`src/rtl/adc_pack_pkg.sv`:
```
package adc_pack_pkg;

    // Defaults shared by the packer and its bench.
    localparam int DEF_DATA_W = 14;
    localparam int DEF_LANE_W = 16;
    localparam int DEF_CNT_W  = 16;
    localparam int LANES      = 2;

    // Capture sequencing.
    typedef enum logic [1:0] {
        ST_IDLE  = 2'd0,
        ST_RUN   = 2'd1,
        ST_FLUSH = 2'd2
    } cap_state_e;

endpackage

```
`src/rtl/adc_fall_stage.sv`:
```
// Holds the falling-edge sample for half a cycle so that everything after it
// runs on the rising edge only.
module adc_fall_stage #(
    parameter int W = 15
) (
    input  logic         clk,
    input  logic         rst_n,
    input  logic [W-1:0] smp_i,
    output logic [W-1:0] smp_o
);

    logic [W-1:0] hold_q;

    always_ff @(negedge clk or negedge rst_n) begin
        if (!rst_n) hold_q <= '0;
        else        hold_q <= smp_i;
    end

    assign smp_o = hold_q;

endmodule

```
`src/rtl/adc_word_pack.sv`:
```
// Registers the rising-edge sample, then on the next rising edge joins it with
// the held falling-edge sample into one word of LANES formatted lanes.
module adc_word_pack
    import adc_pack_pkg::*;
#(
    parameter int DATA_W = DEF_DATA_W,
    parameter int LANE_W = DEF_LANE_W
) (
    input  logic                     clk,
    input  logic                     rst_n,
    input  logic [DATA_W:0]          smp_i,     // {ovr, data} live input
    input  logic [DATA_W:0]          fall_i,    // {ovr, data} falling-edge hold
    input  logic                     take_i,    // rising sample in rise_q belongs to a slot
    output logic [LANES*LANE_W-1:0]  word_o,
    output logic                     vld_o
);

    localparam int PAD_W  = LANE_W - DATA_W - 1;
    localparam int WORD_W = LANES * LANE_W;

    typedef struct packed {
        logic [DATA_W:0] rise;
        logic [WORD_W-1:0] word;
        logic              vld;
    } pk_t;

    pk_t pk_d, pk_q;

    logic [LANES-1:0][DATA_W:0] lane_raw;
    logic [WORD_W-1:0]          word_cat;

    // Lane 0 is the earlier (rising) sample, lane 1 the later (falling) one.
    assign lane_raw[0] = pk_q.rise;
    assign lane_raw[1] = fall_i;

    for (genvar g = 0; g < LANES; g++) begin : g_lane
        assign word_cat[g*LANE_W +: LANE_W] =
            {lane_raw[g][DATA_W], {PAD_W{1'b0}}, lane_raw[g][DATA_W-1:0]};
    end

    always_comb begin
        pk_d      = pk_q;
        pk_d.rise = smp_i;
        pk_d.word = word_cat;
        pk_d.vld  = take_i;
    end

    always_ff @(posedge clk or negedge rst_n) begin
        if (!rst_n) pk_q <= '0;
        else        pk_q <= pk_d;
    end

    assign word_o = pk_q.word;
    assign vld_o  = pk_q.vld;

endmodule

```
`src/rtl/adc_cap_ctrl.sv`:
```
// Arming, pair counting, stop handling, done pulse and status flags.
module adc_cap_ctrl
    import adc_pack_pkg::*;
#(
    parameter int CNT_W = DEF_CNT_W
) (
    input  logic             clk,
    input  logic             rst_n,
    input  logic             cap_en_i,
    input  logic             force_stop_i,
    input  logic [CNT_W-1:0] target_i,
    input  logic             word_vld_i,
    input  logic             fifo_full_i,
    output logic             take_o,
    output logic             done_o,
    output logic             early_o,
    output logic             ovf_o
);

    typedef struct packed {
        cap_state_e       st;
        logic             en_prev;
        logic [CNT_W-1:0] rem;
        logic             take;
        logic             done;
        logic             early;
        logic             ovf;
    } ctrl_t;

    ctrl_t c_d, c_q;

    logic [CNT_W-1:0] pairs_req;
    logic             arm_edge;
    logic             stop_req;

    assign pairs_req = target_i >> 1;
    assign arm_edge  = cap_en_i && !c_q.en_prev;
    assign stop_req  = force_stop_i || !cap_en_i;

    always_comb begin
        c_d         = c_q;
        c_d.en_prev = cap_en_i;
        c_d.take    = 1'b0;
        c_d.done    = 1'b0;

        unique case (c_q.st)
            ST_IDLE: begin
                if (arm_edge) begin
                    c_d.early = 1'b0;
                    c_d.ovf   = 1'b0;
                    if (pairs_req == '0) begin
                        c_d.done = 1'b1;
                    end else begin
                        c_d.rem = pairs_req;
                        c_d.st  = ST_RUN;
                    end
                end
            end
            ST_RUN: begin
                if (stop_req) begin
                    c_d.done  = 1'b1;
                    c_d.early = 1'b1;
                    c_d.st    = ST_IDLE;
                end else begin
                    c_d.take = 1'b1;
                    c_d.rem  = c_q.rem - 1'b1;
                    if (c_q.rem == CNT_W'(1)) c_d.st = ST_FLUSH;
                end
            end
            ST_FLUSH: begin
                // Last pair is being packed this edge; stop requests are moot.
                c_d.done = 1'b1;
                c_d.st   = ST_IDLE;
            end
            default: c_d.st = ST_IDLE;
        endcase

        if (word_vld_i && fifo_full_i) c_d.ovf = 1'b1;
    end

    always_ff @(posedge clk or negedge rst_n) begin
        if (!rst_n) c_q <= '{st: ST_IDLE, default: '0};
        else        c_q <= c_d;
    end

    assign take_o  = c_q.take;
    assign done_o  = c_q.done;
    assign early_o = c_q.early;
    assign ovf_o   = c_q.ovf;

endmodule

```
`src/rtl/adc_pair_packer.sv`:
```
module adc_pair_packer
    import adc_pack_pkg::*;
#(
    parameter int DATA_W = DEF_DATA_W,
    parameter int LANE_W = DEF_LANE_W,
    parameter int CNT_W  = DEF_CNT_W
) (
    input  logic                    clk,
    input  logic                    rst_n,
    input  logic [DATA_W-1:0]       adc_data,
    input  logic                    adc_ovr,
    input  logic                    cap_en,
    input  logic [CNT_W-1:0]        target_count,
    input  logic                    force_stop,
    input  logic                    fifo_full,
    output logic                    fifo_wr,
    output logic [LANES*LANE_W-1:0] fifo_wdata,
    output logic                    cap_done,
    output logic                    stopped_early,
    output logic                    overflow
);

    localparam int SMP_W = DATA_W + 1;

    logic [SMP_W-1:0] smp_live;
    logic [SMP_W-1:0] smp_fall;
    logic             take;
    logic             word_vld;

    assign smp_live = {adc_ovr, adc_data};

    adc_fall_stage #(.W(SMP_W)) u_fall (
        .clk   (clk),
        .rst_n (rst_n),
        .smp_i (smp_live),
        .smp_o (smp_fall)
    );

    adc_word_pack #(.DATA_W(DATA_W), .LANE_W(LANE_W)) u_pack (
        .clk    (clk),
        .rst_n  (rst_n),
        .smp_i  (smp_live),
        .fall_i (smp_fall),
        .take_i (take),
        .word_o (fifo_wdata),
        .vld_o  (word_vld)
    );

    adc_cap_ctrl #(.CNT_W(CNT_W)) u_ctrl (
        .clk          (clk),
        .rst_n        (rst_n),
        .cap_en_i     (cap_en),
        .force_stop_i (force_stop),
        .target_i     (target_count),
        .word_vld_i   (word_vld),
        .fifo_full_i  (fifo_full),
        .take_o       (take),
        .done_o       (cap_done),
        .early_o      (stopped_early),
        .ovf_o        (overflow)
    );

    assign fifo_wr = word_vld && !fifo_full;

endmodule

```
`config.mk`:
```
export PLATFORM = sky130hd
export DESIGN_NAME = adc_pair_packer
export DESIGN_NICKNAME = d
export VERILOG_FILES = /design/src/rtl/adc_pack_pkg.sv /design/src/rtl/adc_fall_stage.sv /design/src/rtl/adc_word_pack.sv /design/src/rtl/adc_cap_ctrl.sv /design/src/rtl/adc_pair_packer.sv
export SDC_FILE = /design/constraint.sdc
export NUM_CORES = 1
export LEC_CHECK = 0
export BUFFER_PORTS_ARGS = -buffer_cell sky130_fd_sc_hd__buf_2
export CAP_MARGIN = 0
export CELL_PAD_IN_SITES_DETAIL_PLACEMENT = 0
export CELL_PAD_IN_SITES_GLOBAL_PLACEMENT = 1
export CORE_MARGIN = 2
export CORE_UTILIZATION = 41
export DETAILED_ROUTE_END_ITERATION = 16
export PLACE_DENSITY = 0.77
export SKIP_LAST_GASP = 1
export SYNTH_ARGS = -nofsm -noshare
export SYNTH_HDL_FRONTEND = slang
export SYNTH_SLANG_ARGS = --single-unit
```
`constraint.sdc`:
```
create_clock -name clk -period 2.2 [get_ports clk]
set_input_delay 0.11 -clock clk [delete_from_list [all_inputs] [get_ports clk]]
set_output_delay 0.11 -clock clk [all_outputs]
set_load 0.05 [all_outputs]
```
Word level (Yosys, flattened, before mapping)
Cells that the tools add are included.
{"block": "op_classes", "add_sub_neg": 1, "n_eq_ne": 8, "n_mux": 17, "reduce_logical": 16}
{"operator": "$mux W16", "count": 2}
{"operator": "$pmux W16 S2", "count": 1}
{"operator": "$mux W17", "count": 1}
{"operator": "$eq A16 B1 Y1 const B", "count": 1}
{"operator": "$logic_not A16 Y1", "count": 1}
{"operator": "$sub A16 B1 Y16 const B", "count": 1}
{"operator": "$mux W2", "count": 5}
{"operator": "$reduce_and A3 Y1", "count": 2}
{"operator": "$reduce_bool A2 Y1", "count": 3}
{"operator": "$mux W1", "count": 4}
{"operator": "$ne A2 B1 Y1 const B", "count": 2}
{"operator": "$ne A2 B2 Y1 const B", "count": 2}
{"operator": "$pmux W2 S2", "count": 1}
{"operator": "$reduce_and A4 Y1", "count": 1}
{"operator": "$logic_and A1 B1 Y1", "count": 3}
{"operator": "$logic_not A1 Y1", "count": 3}
{"operator": "$mux W3", "count": 1}
{"operator": "$ne A3 B1 Y1 const B", "count": 1}
{"operator": "$pmux W1 S3", "count": 1}
{"operator": "$eq A2 B1 Y1 const B", "count": 1}
{"operator": "$eq A2 B2 Y1 const B", "count": 1}
{"operator": "$logic_not A2 Y1", "count": 1}
{"operator": "$pmux W1 S2", "count": 1}
{"operator": "$reduce_and A2 Y1", "count": 1}
{"operator": "$logic_or A1 B1 Y1", "count": 1}
{"block": "totals", "reg_bits": 84, "out_inout_bits": 36, "inputBits": 36, "elab_cells": 53}

Logic depth before layout (Yosys ltp)
{"block": "logic_depth", "word_depth": 5, "depth_mapped": 8, "depth_no_buf": 7}

Cells and area by module
From an unflattened synthesis, not the netlist that was laid out.
{"block": "unflattened", "cells_unflattened": 214, "hier_area_um2": 2845.2}
{"module": "adc_cap_ctrl", "n_inst": 1, "cells_per_inst": 149, "seq_area_each_um2": 575.6, "area_each_um2": 1286.2}
{"module": "adc_word_pack", "n_inst": 1, "cells_per_inst": 49, "seq_area_each_um2": 1151.1, "area_each_um2": 1169.9}
{"module": "adc_fall_stage", "n_inst": 1, "cells_per_inst": 15, "seq_area_each_um2": 375.4, "area_each_um2": 375.4}
{"module": "adc_pair_packer", "n_inst": 1, "cells_per_inst": 1, "seq_area_each_um2": 0.0, "area_each_um2": 13.8}

==> results.md <==
- Adder-cell share of the synthesized area: 0.869%
- First-pass GRT wire length: 9.05 mm
- Compound-Gate Fraction of Synth Area: 12.9%
- Ranking of synthesized cells by area: dfrtp_1 (60%), dfrtn_1 (13%), o21ai_0 (4.0%), a21oi_1 (2.4%), a22oi_1 (2.1%)
- WL per Instance: 13.3 um
- Post-CTS setup repair buffer count: 0
- CORE AREA: 0.00679 mm^2
- Sequential power share: 52.0%
- # H-tree levels: 3
- Hold Violations, Final: 0
- Slew @ Worst Pin: 0.574 ns
- Clock buffer depth: 2
- Critical path endpoint category: register
- Initial Utilization: 42.4%
- NetSw: 0.963 mW
- Met1 global-route usage: 20.5%
- Drt total wl: 5.48 mm
- Final Non-Filler Cells: 413
- Largest net degree at the start of global routing: 44
- Routed Antenna Nets: 0
- Die X-Extent: 87.8 um
- Combinational group share of total power: 15.3%
- Register area share after synthesis: 73.0%
- Slew Limit Fails: 0
- Initial antenna violation count: 0
- Share of cells above drive strength 1: 30.9%
- WHS: 0.0563 ns
- Post-Synth XOR/XNOR Area: 0%
- Avg Synthesized Cell Area: 13.4 um^2
- Clock root buffer: clkbuf_8
- Largest family of logic cells by synthesized area: compound AO/OA/AOI/OAI gates
- Worst Skew: 0.0191 ns
- Met3 usage: 4.90%
- Post-synth EDFFs: 0
- Clock Sinks: 84
- Met2 usage: 25.0%
- Clock Power Share: 32.7%
- Power Internal: 2.37 mW
- Post-synth top area share: 59.9%
- Final setup fails: 0
- Simple-Gate Fraction of Synth Area: 10.6%
- Crit Path Max Fanout: 5
- Setup_tns: 0 ns
- GR peak layer: met2
- Vias: 1955
- Detailed placement HPWL: 3.86 mm
- Chip Height: 87.8 um
- DRC: 0
- Max Cap Violations: 0
- Worst Path Arrival: 1.99 ns
- Post-CTS Resized: 0
- Pre-antenna DRT Iters: 4
- Global Route Usage Sum: 15.9%
- Critical path required time: 2.42 ns
- Placed Area: 0.00336 mm^2
- Via density: 4.73
- Yosys warning count: 0
- Pwr Total: 3.33 mW
- Startpoint class of the critical path: register
- Clock latency on the worst-skew pair: 0.34 ns
- I/O Pins: 72
- Synthesized cell area: 0.00288 mm^2
- Placed cell count: 379
- Grt total ovfl: 0
- Routability congestion estimate: 0.797
- Unique masters post-synth: 38
- Asr flop ratio synth: 100%
- Mux contribution to synthesized area: 0%
- Post-synth top area cell: dfrtp_1
- Post-synth top flop: dfrtp_1
- Initial detailed-routing violation count: 121
- PortBufs: 68
- Worst hold-check path type: input pin to register
- Vias in the first global route: 1879
- Final nets: 350
- Clk slew on worst S/H paths: 0.09 ns
- Kind of critical path: register to register
- RSZ-0062 raised after global routing: false
- Static leakage: 1.74 nW
- Power density over the cells: 892 mW/mm^2
- Area Overhead vs Synth: 29.8%
- Peak supply drop: 0.549 mV
- Number of core rows: 30
- Ant diodes: 0
- Tmin final: 1.77 ns
- CTS Buf Count: 9
- Status: complete, no violations
- Max Clk Rate: 564 MHz
- Die area: 0.00771 mm^2
- Tcrit/Tclk final: 80.6%
- CTS Hold Bufs: 18
- Clock tree from TritonCTS: done
- Yosys reg bits: 84
- Mapped Cells: 215
- Sw Ratio: 28.9%
- Final instance area: 0.00374 mm^2
- Max_slew headroom: 61.4%
-- metal layers --
layer | share of wire (%) | routed length, um
met4 | 2.1 | 114
met5 | 0 | 0
met3 | 3.9 | 212
met2 | 49 | 2660
met1 | 45 | 2490
-- final timing paths --
kind                                        from            endpoint  slack (ns)  depth (start not counted)
worst max-delay path              u_ctrl.c_q[10]      u_ctrl.c_q[18]        0.43                          5
worst min-delay path            target_count[14]      u_ctrl.c_q[17]        0.06                          3
worst max register to register    u_ctrl.c_q[10]      u_ctrl.c_q[18]        0.43                          5
worst min register to register     u_ctrl.take_o        u_pack.vld_o        0.34                          0
max in group asynchronous                  rst_n    u_fall.smp_o[12]        0.54                          2
min in group asynchronous                  rst_n  u_pack.lane_raw[8]        0.28                          2
-- area by class of cell --
class,count,area [um^2]
Timing Repair Buffer,94,583
Clock inverter,6,72.6
Tap cell,96,120
Fill cell,587,3060
Clock buffer,10,128
Multi-Input combinational cell,117,711
Sequential cell,84,2100
Inverter,6,22.5
-- power by group through the flow --
| stage | Sequential [mW] | Combinational, mW | Clock, mW |
|---|---|---|---|
| after floorplan | 1.88 | 0.204 | 0 |
| after global routing | 1.75 | 0.560 | 1.19 |
| after CTS | 1.73 | 0.516 | 1.12 |
| final | 1.73 | 0.511 | 1.09 |
| after global placement | 1.76 | 0.484 | 0 |
| after detailed placement | 1.76 | 0.491 | 0 |
-- per-stage QoR --
step	setup slack (ns)	util (%)
finish	0.427	55.0
global placement	0.416	49.4
detailed placement	0.438	49.4
floorplan	0.625	-
global route	0.226	55.0
CTS	0.435	55.0
-- Yosys cell counts, types with 2 or more instances --
| cell | instances |
|---|---|
| o21ai_0 | 23 |
| a211oi_1 | 2 |
| inv_1 | 6 |
| buf_2 | 5 |
| dfrtp_1 | 69 |
| nor3_4 | 2 |
| o21ai_1 | 5 |
| nor4_1 | 6 |
| nor3_1 | 4 |
| dfrtn_1 | 15 |
| buf_4 | 2 |
| ha_1 | 2 |
| nor2b_1 | 3 |
| nand2b_1 | 5 |
| a22oi_1 | 8 |
| nor2_1 | 14 |
| a32oi_1 | 2 |
| or3_1 | 2 |
| nand2_1 | 8 |
| a21oi_1 | 14 |
-- flip-flops by register name, summed over array words and instances (netlist names) --
name / count
u_pack.word_o: 30
u_ctrl.c_q: 19
u_fall.smp_o: 15
u_pack.lane_raw: 15
u_ctrl.done_o: 1
u_ctrl.early_o: 1
u_ctrl.ovf_o: 1
u_ctrl.take_o: 1
u_pack.vld_o: 1
-- critical path, cell delays in order (launching register included) --
cell and delay [ns]:
dfrtp_1 0.38, or4_4 0.61, nor2_1 0.29, a31oi_1 0.14, o21ai_0 0.14, o21ai_0 0.09
-- layout by cell type, fill, tap and decap left out, drive strengths merged, types with 7 or more instances in the layout --
| cell | netlist | routed |
|---|---|---|
| buf | 8 | 76 |
| o21ai | 28 | 28 |
| a21oi | 14 | 14 |
| clkbuf | 1 | 10 |
| dlygate4sd3 | 0 | 18 |
| a22oi | 8 | 8 |
| nor4 | 7 | 7 |
| nand2 | 8 | 8 |
| nor2 | 14 | 14 |
| dfrtp | 69 | 69 |
| inv | 6 | 8 |
| dfrtn | 15 | 15 |
-- kinds of logic (layout without fill, tap and decap cells) --
family                   count (synthesis)  after routing
AND/OR/NAND/NOR                         51             51
adder cells (fa/ha/maj)                  2              2
AO/OA/AOI/OAI                           62             62
buffers and inverters                   15            116
flip-flops                              84             84
other                                    1              2
Note: power is estimated with default switching activity, not from simulation.
